**config.mk**
```make
export PLATFORM = sky130hd
export DESIGN_NAME = icap_unit
export DESIGN_NICKNAME = d
export VERILOG_FILES = /design/src/rtl/icap_pkg.sv /design/src/rtl/icap_sync.sv /design/src/rtl/icap_qualifier.sv /design/src/rtl/icap_unit.sv
export SDC_FILE = /design/constraint.sdc
export NUM_CORES = 1
export LEC_CHECK = 0
export BUFFER_PORTS_ARGS = -buffer_cell sky130_fd_sc_hd__buf_2
export CORE_AREA = 5 5 51 53
export CTS_CLUSTER_DIAMETER = 200
export DETAILED_ROUTE_END_ITERATION = 6
export DIE_AREA = 0 0 56 58
export PLACE_DENSITY = 0.78
export REMOVE_ABC_BUFFERS = 1
export SYNTH_ARGS = -nofsm -noshare
export SYNTH_HDL_FRONTEND = slang
export SYNTH_SLANG_ARGS = --single-unit
```
**constraint.sdc**
```tcl
create_clock -name clk_i -period 2.71 [get_ports clk_i]
set_input_delay 0.271 -clock clk_i [delete_from_list [all_inputs] [get_ports clk_i]]
set_output_delay 0.271 -clock clk_i [all_outputs]
set_load 0.01 [all_outputs]
```
**src/rtl/icap_pkg.sv**
```systemverilog
package icap_pkg;

    typedef enum logic {
        EDGE_FALLING = 1'b0,
        EDGE_RISING  = 1'b1
    } edge_pol_e;

    // Level the pin settles at after a transition of the given polarity
    function automatic logic target_level(edge_pol_e pol);
        return (pol == EDGE_RISING);
    endfunction

endpackage

```
**src/rtl/icap_sync.sv**
```systemverilog
module icap_sync #(
    parameter int STAGES = 2
) (
    input  logic clk_i,
    input  logic async_i,
    output logic sync_o
);
    typedef struct packed {
        logic [STAGES-1:0] chain;
    } state_t;

    state_t st_d, st_q;

    always_comb begin
        st_d       = st_q;
        st_d.chain = {st_q.chain[STAGES-2:0], async_i};
    end

    always_ff @(posedge clk_i) begin
        st_q <= st_d;
    end

    assign sync_o = st_q.chain[STAGES-1];
endmodule

```
**src/rtl/icap_qualifier.sv**
```systemverilog
module icap_qualifier import icap_pkg::*; #(
    parameter int FILT_LEN = 4
) (
    input  logic clk_i,
    input  logic rst_ni,
    input  logic lvl_i,
    input  logic edge_rise_i,
    input  logic filt_en_i,
    output logic hit_o
);
    localparam int HIST_W = FILT_LEN - 1;

    typedef struct packed {
        logic              prev;
        logic              filt;
        logic [HIST_W-1:0] hist;
    } state_t;

    state_t st_d, st_q;

    logic [FILT_LEN-1:0] window;
    logic                all_hi;
    logic                all_lo;
    logic                target;
    logic                raw_hit;
    logic                filt_hit;

    always_comb begin
        window   = {st_q.hist, lvl_i};
        all_hi   = &window;
        all_lo   = ~|window;
        target   = target_level(edge_pol_e'(edge_rise_i));

        st_d      = st_q;
        st_d.prev = lvl_i;
        st_d.hist = window[HIST_W-1:0];
        if (all_hi) begin
            st_d.filt = 1'b1;
        end else if (all_lo) begin
            st_d.filt = 1'b0;
        end

        raw_hit  = (lvl_i != st_q.prev) && (lvl_i == target);
        filt_hit = (st_d.filt != st_q.filt) && (st_d.filt == target);
        hit_o    = filt_en_i ? filt_hit : raw_hit;
    end

    always_ff @(posedge clk_i) begin
        if (!rst_ni) begin
            st_q <= '{prev: lvl_i, filt: lvl_i, hist: '0};
        end else begin
            st_q <= st_d;
        end
    end
endmodule

```
**src/rtl/icap_unit.sv**
```systemverilog
module icap_unit import icap_pkg::*; #(
    parameter int CNT_W       = 16,
    parameter int SYNC_STAGES = 2,
    parameter int FILT_LEN    = 4
) (
    input  logic             clk_i,
    input  logic             rst_ni,
    input  logic             cap_pin_i,
    input  logic [CNT_W-1:0] count_i,
    input  logic             edge_rise_i,
    input  logic             filt_en_i,
    output logic [CNT_W-1:0] cap_val_o,
    output logic             cap_evt_o
);
    typedef struct packed {
        logic [CNT_W-1:0] cap;
        logic             evt;
    } state_t;

    state_t st_d, st_q;
    logic   sync_lvl;
    logic   hit;

    icap_sync #(.STAGES(SYNC_STAGES)) u_sync (
        .clk_i  (clk_i),
        .async_i(cap_pin_i),
        .sync_o (sync_lvl)
    );

    icap_qualifier #(.FILT_LEN(FILT_LEN)) u_qual (
        .clk_i      (clk_i),
        .rst_ni     (rst_ni),
        .lvl_i      (sync_lvl),
        .edge_rise_i(edge_rise_i),
        .filt_en_i  (filt_en_i),
        .hit_o      (hit)
    );

    always_comb begin
        st_d     = st_q;
        st_d.evt = hit;
        if (hit) begin
            st_d.cap = count_i;
        end
    end

    always_ff @(posedge clk_i) begin
        if (!rst_ni) begin
            st_q <= '0;
        end else begin
            st_q <= st_d;
        end
    end

    assign cap_val_o = st_q.cap;
    assign cap_evt_o = st_q.evt;
endmodule

```
# Word-level counts from Yosys, hierarchy flattened
# Cells that the tools add are included.
[totals] regBits=24 inputBits=21 output_inout_bits=17 word_cells=18
[op_classes] eq_ne=4 n_mux=4 reduce_logical=4
[op_table] op="2-to-1 mux 4 bit" n=1
[op_table] op="AND reduction 4 bit" n=1
[op_table] op="OR reduction 4 bit" n=1
[op_table] op="2-to-1 mux 1 bit" n=3
[op_table] op="== test 1 bit" n=2
[op_table] op="logical AND 1 bit" n=2
[op_table] op="!= test 1 bit" n=2

# Logic depth before layout (Yosys ltp)
# Gate-level depths: netlist of the first run.
[depth] depth_word=6 mapped_depth=5 ltp_nobuf=4

# Cells and area by module
# Synthesis of the first run repeated with hierarchy kept, for this count alone.
[hier_totals] hier_cells=77 hier_area_um2=887.1
[by_module_without_submodules] module="icap_unit" n_inst=1 cells_each=53 area_per_inst_um2=643.1 seq_area_each_um2=340.3
[by_module_without_submodules] module="icap_qualifier" n_inst=1 cells_each=22 area_per_inst_um2=203.9 seq_area_each_um2=100.1
[by_module_without_submodules] module="icap_sync" n_inst=1 cells_each=2 area_per_inst_um2=40.0 seq_area_each_um2=40.0

# Worst setup path after synthesis of the first run
# Ideal clock, no wire load.
[synth_timing] kind="reg2reg" start="register u_sync.st_q[1] (netlist name)" end="register st_q, in the netlist cap_val_o[0]" setup_ns=0.132 arrival_ns=1.503 t_required_ns=2.578 setup_slack_ns=1.074 path_stages_with_launch=6 path_buffers=1 period_less_slack_ns=1.636 cell_sequence="dfxtp_1 -> or4b_4 -> o221a_2 -> buf_6 -> o21ai_2 -> a21oi_1"
[synth_between] elab_chain_len=6 elab_cells_between_ends=11 classes_between="eq/ne (4); mux (3); reduce/logical (4)"
[synth_rtl] item="start: declaration" line="icap_sync.sv:12" source="state_t st_d, st_q;"
[synth_rtl] item="start signal: assignment" line="icap_sync.sv:20" source="st_q <= st_d;"
[synth_rtl] item="OR reduction 4 bit" line="icap_qualifier.sv:31" source="all_lo = ~|window;"
[synth_rtl] item="2-to-1 mux 1 bit" line="icap_qualifier.sv:39" source="end else if (all_lo) begin"
[synth_rtl] item="2-to-1 mux 1 bit" line="icap_qualifier.sv:37" source="if (all_hi) begin"
[synth_rtl] item="!= test 1 bit / == test 1 bit (equally long branches)" line="icap_qualifier.sv:44" source="filt_hit = (st_d.filt != st_q.filt) && (st_d.filt == target);"
[synth_rtl] item="logical AND 1 bit" line="icap_qualifier.sv:44"
[synth_rtl] item="2-to-1 mux 1 bit (*)" line="icap_qualifier.sv:45" source="hit_o = filt_en_i ? filt_hit : raw_hit;"
[synth_rtl] item="end signal: assignment" line="icap_unit.sv:51" source="st_q <= st_d;"
[synth_rtl] item="end: declaration" line="icap_unit.sv:20" source="state_t st_d, st_q;"
# Mark *: on every way between the ends. The rest lies on a longest branch, timed or not.
# A chain may end at the register's enable or synchronous reset.

# Final worst setup path of the first run
[layout_timing] start="register u_sync.st_q[1] (netlist name)" end="register st_q, in the netlist cap_val_o[4]"
# Same word-level chain as after synthesis.

==> results of run 1 <==
per-stage QoR:
stage | area (um^2) | power, mW | util [%] | worst slack, ns
2_1_floorplan | 922 | 0.454 | - | 0.822
3_3_place_gp | 1150 | 0.497 | 54.6 | 0.974
3_5_place_dp | 1150 | 0.501 | 54.6 | 0.903
4_1_cts | 1190 | 0.685 | 56.3 | 0.873
5_1_grt | 1190 | 0.713 | 56.3 | 0.783
6_report | 1190 | 0.679 | 56.3 | 0.874
cell type report:
type | instances | share of cell area, %
tap | 28 | 2.95
sequential | 24 | 40.5
clock buffer | 4 | 3.06
timing repair buffer | 38 | 16.2
inverter | 1 | 0.316
multi-input combinational | 68 | 36.9
worst min path at each step:
stage | from | endpoint | slack (ns) | depth (start not counted)
finish | cap_pin_i | u_sync.st_q[0]$_DFF_P_ | 0.05 | 1
global route | cap_pin_i | u_sync.st_q[0]$_DFF_P_ | 0.04 | 1
CTS | cap_pin_i | u_sync.st_q[0]$_DFF_P_ | 0.05 | 1
detailed placement | u_sync.st_q[0]$_DFF_P_ | u_sync.st_q[1]$_DFF_P_ | 0.33 | 0
global placement | u_sync.st_q[0]$_DFF_P_ | u_sync.st_q[1]$_DFF_P_ | 0.32 | 0
floorplan | cap_pin_i | u_sync.st_q[0]$_DFF_P_ | 0.30 | 0
power groups by stage:
stage | combinational (mW) | clock (mW) | sequential [mW]
after floorplan | 0.0539 | 0 | 0.400
after detailed placement | 0.106 | 0 | 0.395
after global routing | 0.116 | 0.207 | 0.390
after CTS | 0.106 | 0.192 | 0.387
after global placement | 0.103 | 0 | 0.394
final | 0.105 | 0.187 | 0.387
flip-flops by register name (all words and copies together), names as in the netlist:
signal	flops
cap_val_o	16
u_qual.st_q	3
u_qual.st_d	2
u_sync.st_q	2
cap_evt_o	1
synthesized netlist by cell type (all sizes together):
cell	number	area share [%]
nor3	1	1.0
a221o	1	1.1
dfxtp	24	49
nand3	17	8.6
nand2	3	1.1
o21ai	17	12
o221ai	1	2.7
o221a	1	1.1
o211ai	1	0.76
and2	3	2.0
clkbuf	1	0.38
a21oi	16	8.1
a221oi	1	1.5
nand3b	1	0.76
clkinv	1	0.38
or4b	1	1.4
nor2b	1	0.63
buf	3	3.0
or2	1	0.63
bufbuf	1	3.3
nor2	2	0.76
layer usage:
layer | part of all wire (%) | wire length [um] | track usage (%)
met1 | 41 | 921 | 16.1
met2 | 49 | 1100 | 21.9
met3 | 8.8 | 198 | 4.68
met4 | 1.2 | 28 | 6.78
met5 | 0 | 0 | 0
cells by family (layout without fill, tap and decap cells):
logic type	Yosys count	in the layout	synth area share, %
AOI/OAI and AO/OA	38	38	27.3
DFF	24	24	48.6
and+or+nand+nor	30	30	17.0
buffers and inverters	6	43	7.09
==> results.py, run 1 <==
metrics = {
    "drt": {
        "post-route-drc-count": 0,
        "wire_per_inst_um": 13.8,
        "postRouteAntennaNets": 0,
        "drtIter0Drc": 11,
        "viasPerCell": 5.34,
        "dr.pass1.iters": 4,
        "finalWirelength_um": 2240,
        "vias": 870,
    },
    "pwr": {
        "seqPwrFrac_pct": 57.0,
        "vdd_ir_drop_max_uv": 321,
        "pwr-share-comb_pct": 15.5,
        "leakage_nw": 0.501,
        "switching_share_pct": 26.3,
        "intPower_mw": 0.500,
        "p_clk_share_pct": 27.5,
        "power_density_nw_per_um2": 572,
        "p_sw_mw": 0.179,
    },
    "die": {
        "pin_count": 38,
        "start_util_pct": 46.9,
        "die_h_um": 58,
        "design.die.area_um2": 3250,
        "rows": 17,
        "die-width_um": 56,
        "core_region_area_um2": 2110,
    },
    "final_layout": {
        "layout.cells.most_common": "buf_2",
        "drive_gt1_share_pct": 43.7,
        "seq_area_um2": 480,
        "mostFrequentLayoutCells": "buf_2 (37), dfxtp_1 (24), nand3_1 (17)",
        "final_cells": 163,
        "multi_input_area_um2": 438,
        "n_antenna_cell": 0,
        "areaGrowthSynthToFinish_pct": 20.0,
        "nFillCells": 193,
        "nets": 157,
    },
    "yosys": {
        "yosysWarnings": 0,
        "syn_area_per_cell_um2": 10.1,
        "synth_cells": 98,
        "synth_seq_area_share_pct": 48.6,
        "netlist_area_um2": 988,
        "synth.distinct_cells": 24,
        "ys_ff_latch": 24,
    },
    "setup_path": {
        "worst-path-buf-inv": 0,
        "path_class": "flip-flop to flip-flop",
        "crit_family": "compound AO/OA/AOI/OAI gates",
        "cp.required_ns": 2.91,
        "endpoint": "cap_val_o[4]$_SDFFE_PN0P_",
        "crit_fanout": 17,
        "cp_num_cells": 4,
        "cp.arrival_ns": 2.03,
        "critPathSlowestCell": "or4b_4",
        "cp-startpoint": "u_sync.st_q[1]$_DFF_P_",
        "cp-start-kind": "flip-flop",
        "worstRegToRegCells": 4,
        "r2r-start": "u_sync.st_q[1]$_DFF_P_",
        "cp_cell_sequence": "or4b_4 -> o221a_2 -> o21ai_0 -> a21oi_1",
        "end_kind": "flip-flop",
        "reg2reg_to": "cap_val_o[4]$_SDFFE_PN0P_",
        "reg2reg_slack_ns": 0.87,
        "slowest_delay_ns": 0.57,
    },
    "clocking": {
        "cts_buffers": 3,
        "clock_sinks": 24,
        "clock-root-buffer": "clkbuf_4",
        "h-tree-depth": 1,
        "cts_tree": "yes",
        "clk_latency_ns": 0.31,
        "clock_path_buffers": 2,
        "cts_setup_buffers": 0,
        "ctsHoldBuffers": 0,
        "clk_transition_reported_paths_ns": 0.13,
        "ctsResizeCount": 0,
    },
    "sta": {
        "slew_violations": 0,
        "post-route-period-util_pct": 67.7,
        "rsz0062_at_grt": "no",
        "finalSetupViolations": 0,
        "finalCriticalPeriod_ns": 1.84,
        "hold_slack_ns": 0.0548,
        "finalHoldViolations": 0,
        "slew_headroom_pct": 67.0,
        "max_freq_mhz": 545,
        "worst_slew_pin_slew_ns": 0.492,
        "setup_tns_ns": 0,
        "finClkSkew_ns": 0.000947,
    },
    "grt": {
        "grt_max_degree": 19,
        "grt_overflow": 0,
        "antenna_found_initial": 0,
        "track_usage_pct": 13.6,
        "grt_pass1_vias": 800,
        "grt_pass1_wl_um": 3490,
    },
    "job": {
        "cap_violations": 0,
    },
    "placement": {
        "dpl.hpwl_um": 1590,
        "dp.cells": 159,
        "port_buffers": 37,
        "gp_congestion": 0.763,
    },
    "run_status": {
        "outcome": "finished clean",
    },
    "worst_hold_path": {
        "hold_path.class": "primary input to flip-flop",
    },
}
Power figures use the tool's default switching activity.
==> run 2: changes to the inputs <==
CORE_AREA = 5 5 52 54   (was 5 5 51 53)
DIE_AREA = 0 0 57 59   (was 0 0 56 58)
PLACE_DENSITY = 0.75   (was 0.78)
clock period = 1.7 ns   (was 2.71 ns; I/O delays follow)
==> run 2 against run 1 <==
  * The flow now finishes with violations (setup timing)
  * Critical path depth is 2 higher
  * First-iteration DRC count grew to 2.5 times the previous value
  * Final cell count increased by 3.7%
  * Core utilization grew 3.1 points
  * Die area grew 3.5%
  * Sequential cell count is the same
  * Clock power is 23% higher
  * Largest cell class unchanged
  * Count of clock-buffer cells in the layout down 1
  * Fmax grew 7.0%
  * Non-clock buffer count increased by 7
  * Combinational power up 93%
==> results.py, run 2 (synthesized netlist as in run 1, its figures left out) <==
metrics = {
    "grt": {
        "grt_pass1_wl_um": 3660,
        "grt_overflow": 0,
        "grt_max_degree": 19,
        "track_usage_pct": 13.5,
        "grt_pass1_vias": 856,
        "antenna_found_initial": 0,
    },
    "final_layout": {
        "mostFrequentLayoutCells": "buf_2 (37), dfxtp_1 (21), nand3_1 (16)",
        "areaGrowthSynthToFinish_pct": 30.5,
        "nFillCells": 190,
        "final_cells": 169,
        "n_antenna_cell": 0,
        "nets": 164,
        "multi_input_area_um2": 463,
        "largest_register_ffs": 16,
        "layout.cells.most_common": "buf_2",
        "seq_area_um2": 484,
        "drive_gt1_share_pct": 50.4,
    },
    "setup_path": {
        "cp.required_ns": 1.93,
        "path_class": "flip-flop to flip-flop",
        "crit_fanout": 8,
        "end_kind": "flip-flop",
        "cp.arrival_ns": 1.94,
        "cp-start-kind": "flip-flop",
    },
    "placement": {
        "preCtsSetupSlack_ns": 0.000645,
        "dp.cells": 164,
        "dpl.hpwl_um": 1660,
        "gp_congestion": 0.797,
        "port_buffers": 37,
    },
    "sta": {
        "finalSetupViolations": 1,
        "rsz0062_at_grt": "yes",
        "finalHoldViolations": 0,
        "slew_headroom_pct": 78.1,
        "worst_slew_pin_slew_ns": 0.329,
        "finalCriticalPeriod_ns": 1.72,
        "post-route-period-util_pct": 101,
        "max_freq_mhz": 583,
        "finClkSkew_ns": 0.00408,
        "hold_slack_ns": 0.105,
        "slew_violations": 0,
        "setup_ws_ns": -0.0159,
    },
    "die": {
        "start_util_pct": 45.6,
        "die_h_um": 59,
        "die-width_um": 57,
        "design.die.area_um2": 3360,
        "rows": 17,
        "core_region_area_um2": 2170,
        "pin_count": 38,
    },
    "drt": {
        "postRouteAntennaNets": 0,
        "viasPerCell": 5.35,
        "drtIter0Drc": 28,
        "dr.pass1.iters": 4,
        "vias": 904,
        "wire_per_inst_um": 14.1,
        "post-route-drc-count": 0,
        "finalWirelength_um": 2380,
    },
    "clocking": {
        "clock_path_buffers": 2,
        "cts_tree": "yes",
        "clk_transition_reported_paths_ns": 0.12,
        "clk_latency_ns": 0.29,
        "h-tree-depth": 1,
        "cts_buffers": 3,
        "clock_sinks": 24,
        "clock-root-buffer": "clkbuf_4",
    },
    "run_status": {
        "violations": "setup timing",
        "outcome": "complete, but fails checks",
    },
    "pwr": {
        "vdd_ir_drop_max_uv": 620,
        "leakage_nw": 0.544,
        "power_density_nw_per_um2": 813,
    },
    "worst_hold_path": {
        "hold_path.class": "primary input to flip-flop",
    },
    "job": {
        "cap_violations": 0,
    },
}
[run 2: critical path: stages, from the launching register on]
cell,delay [ns]
dfxtp_2,0.34
or4b_4,0.53
buf_6,0.14
o221ai_4,0.19
clkbuf_16,0.21
nand3_1,0.08
a21oi_1,0.17
[run 2: power by group]
| group | internal, mW | leakage [nW] | total (mW) | switching (mW) |
|---|---|---|---|---|
| Sequential | 0.596 | 0.198 | 0.615 | 0.0190 |
| Clock | 0.0824 | 0.0138 | 0.230 | 0.148 |
| Combinational | 0.0932 | 0.331 | 0.203 | 0.110 |
[run 2: path summary, 6_finish.rpt]
path                          start  cells past startpoint  slack (ns)                    endpoint
max reg2reg  u_sync.st_q[1]$_DFF_P_                      6       -0.02  cap_val_o[14]$_SDFFE_PN0P_
min                      count_i[2]                      3        0.10   cap_val_o[2]$_SDFFE_PN0P_
max          u_sync.st_q[1]$_DFF_P_                      6       -0.02  cap_val_o[14]$_SDFFE_PN0P_
min reg2reg  u_sync.st_q[0]$_DFF_P_                      0        0.34      u_sync.st_q[1]$_DFF_P_
[run 2: routing by layer]
metal | share of wire (%) | routed length [um] | track usage (%)
met1 | 43 | 1020 | 15.9
met2 | 48 | 1150 | 23.7
met3 | 8.3 | 197 | 4.14
met4 | 0.88 | 21 | 3.97
met5 | 0 | 0 | 0
[run 2: metrics by stage]
stage / power (mW) / cell area [um^2] / util [%] / setup TNS (ns)
after detailed placement: 0.812 / 1200 / 55.3 / 0
after global placement: 0.804 / 1200 / 55.3 / 0
after CTS: 1.04 / 1240 / 57.2 / 0
final: 1.05 / 1290 / 59.5 / -0.0159
after floorplan: 0.724 / 922 / - / -1.98
after global routing: 1.11 / 1290 / 59.5 / -0.248
[run 2: final cells by class]
| class | count | share of cell area [%] |
|---|---|---|
| Clock buffer | 3 | 1.75 |
| Inverter | 1 | 0.291 |
| Sequential cell | 24 | 37.5 |
| Timing Repair Buffer | 45 | 21.8 |
| Tap cell | 28 | 2.72 |
| Multi-Input combinational cell | 68 | 35.9 |
[run 2: repair_timing]
item,CTS,global route
cloned,0,1
resized for setup,1,10
endpoints found under the hold margin,1,0
pin swaps,0,3
buffers inserted,0,0
setup endpoints to repair,2,13
hold buffers,1,0
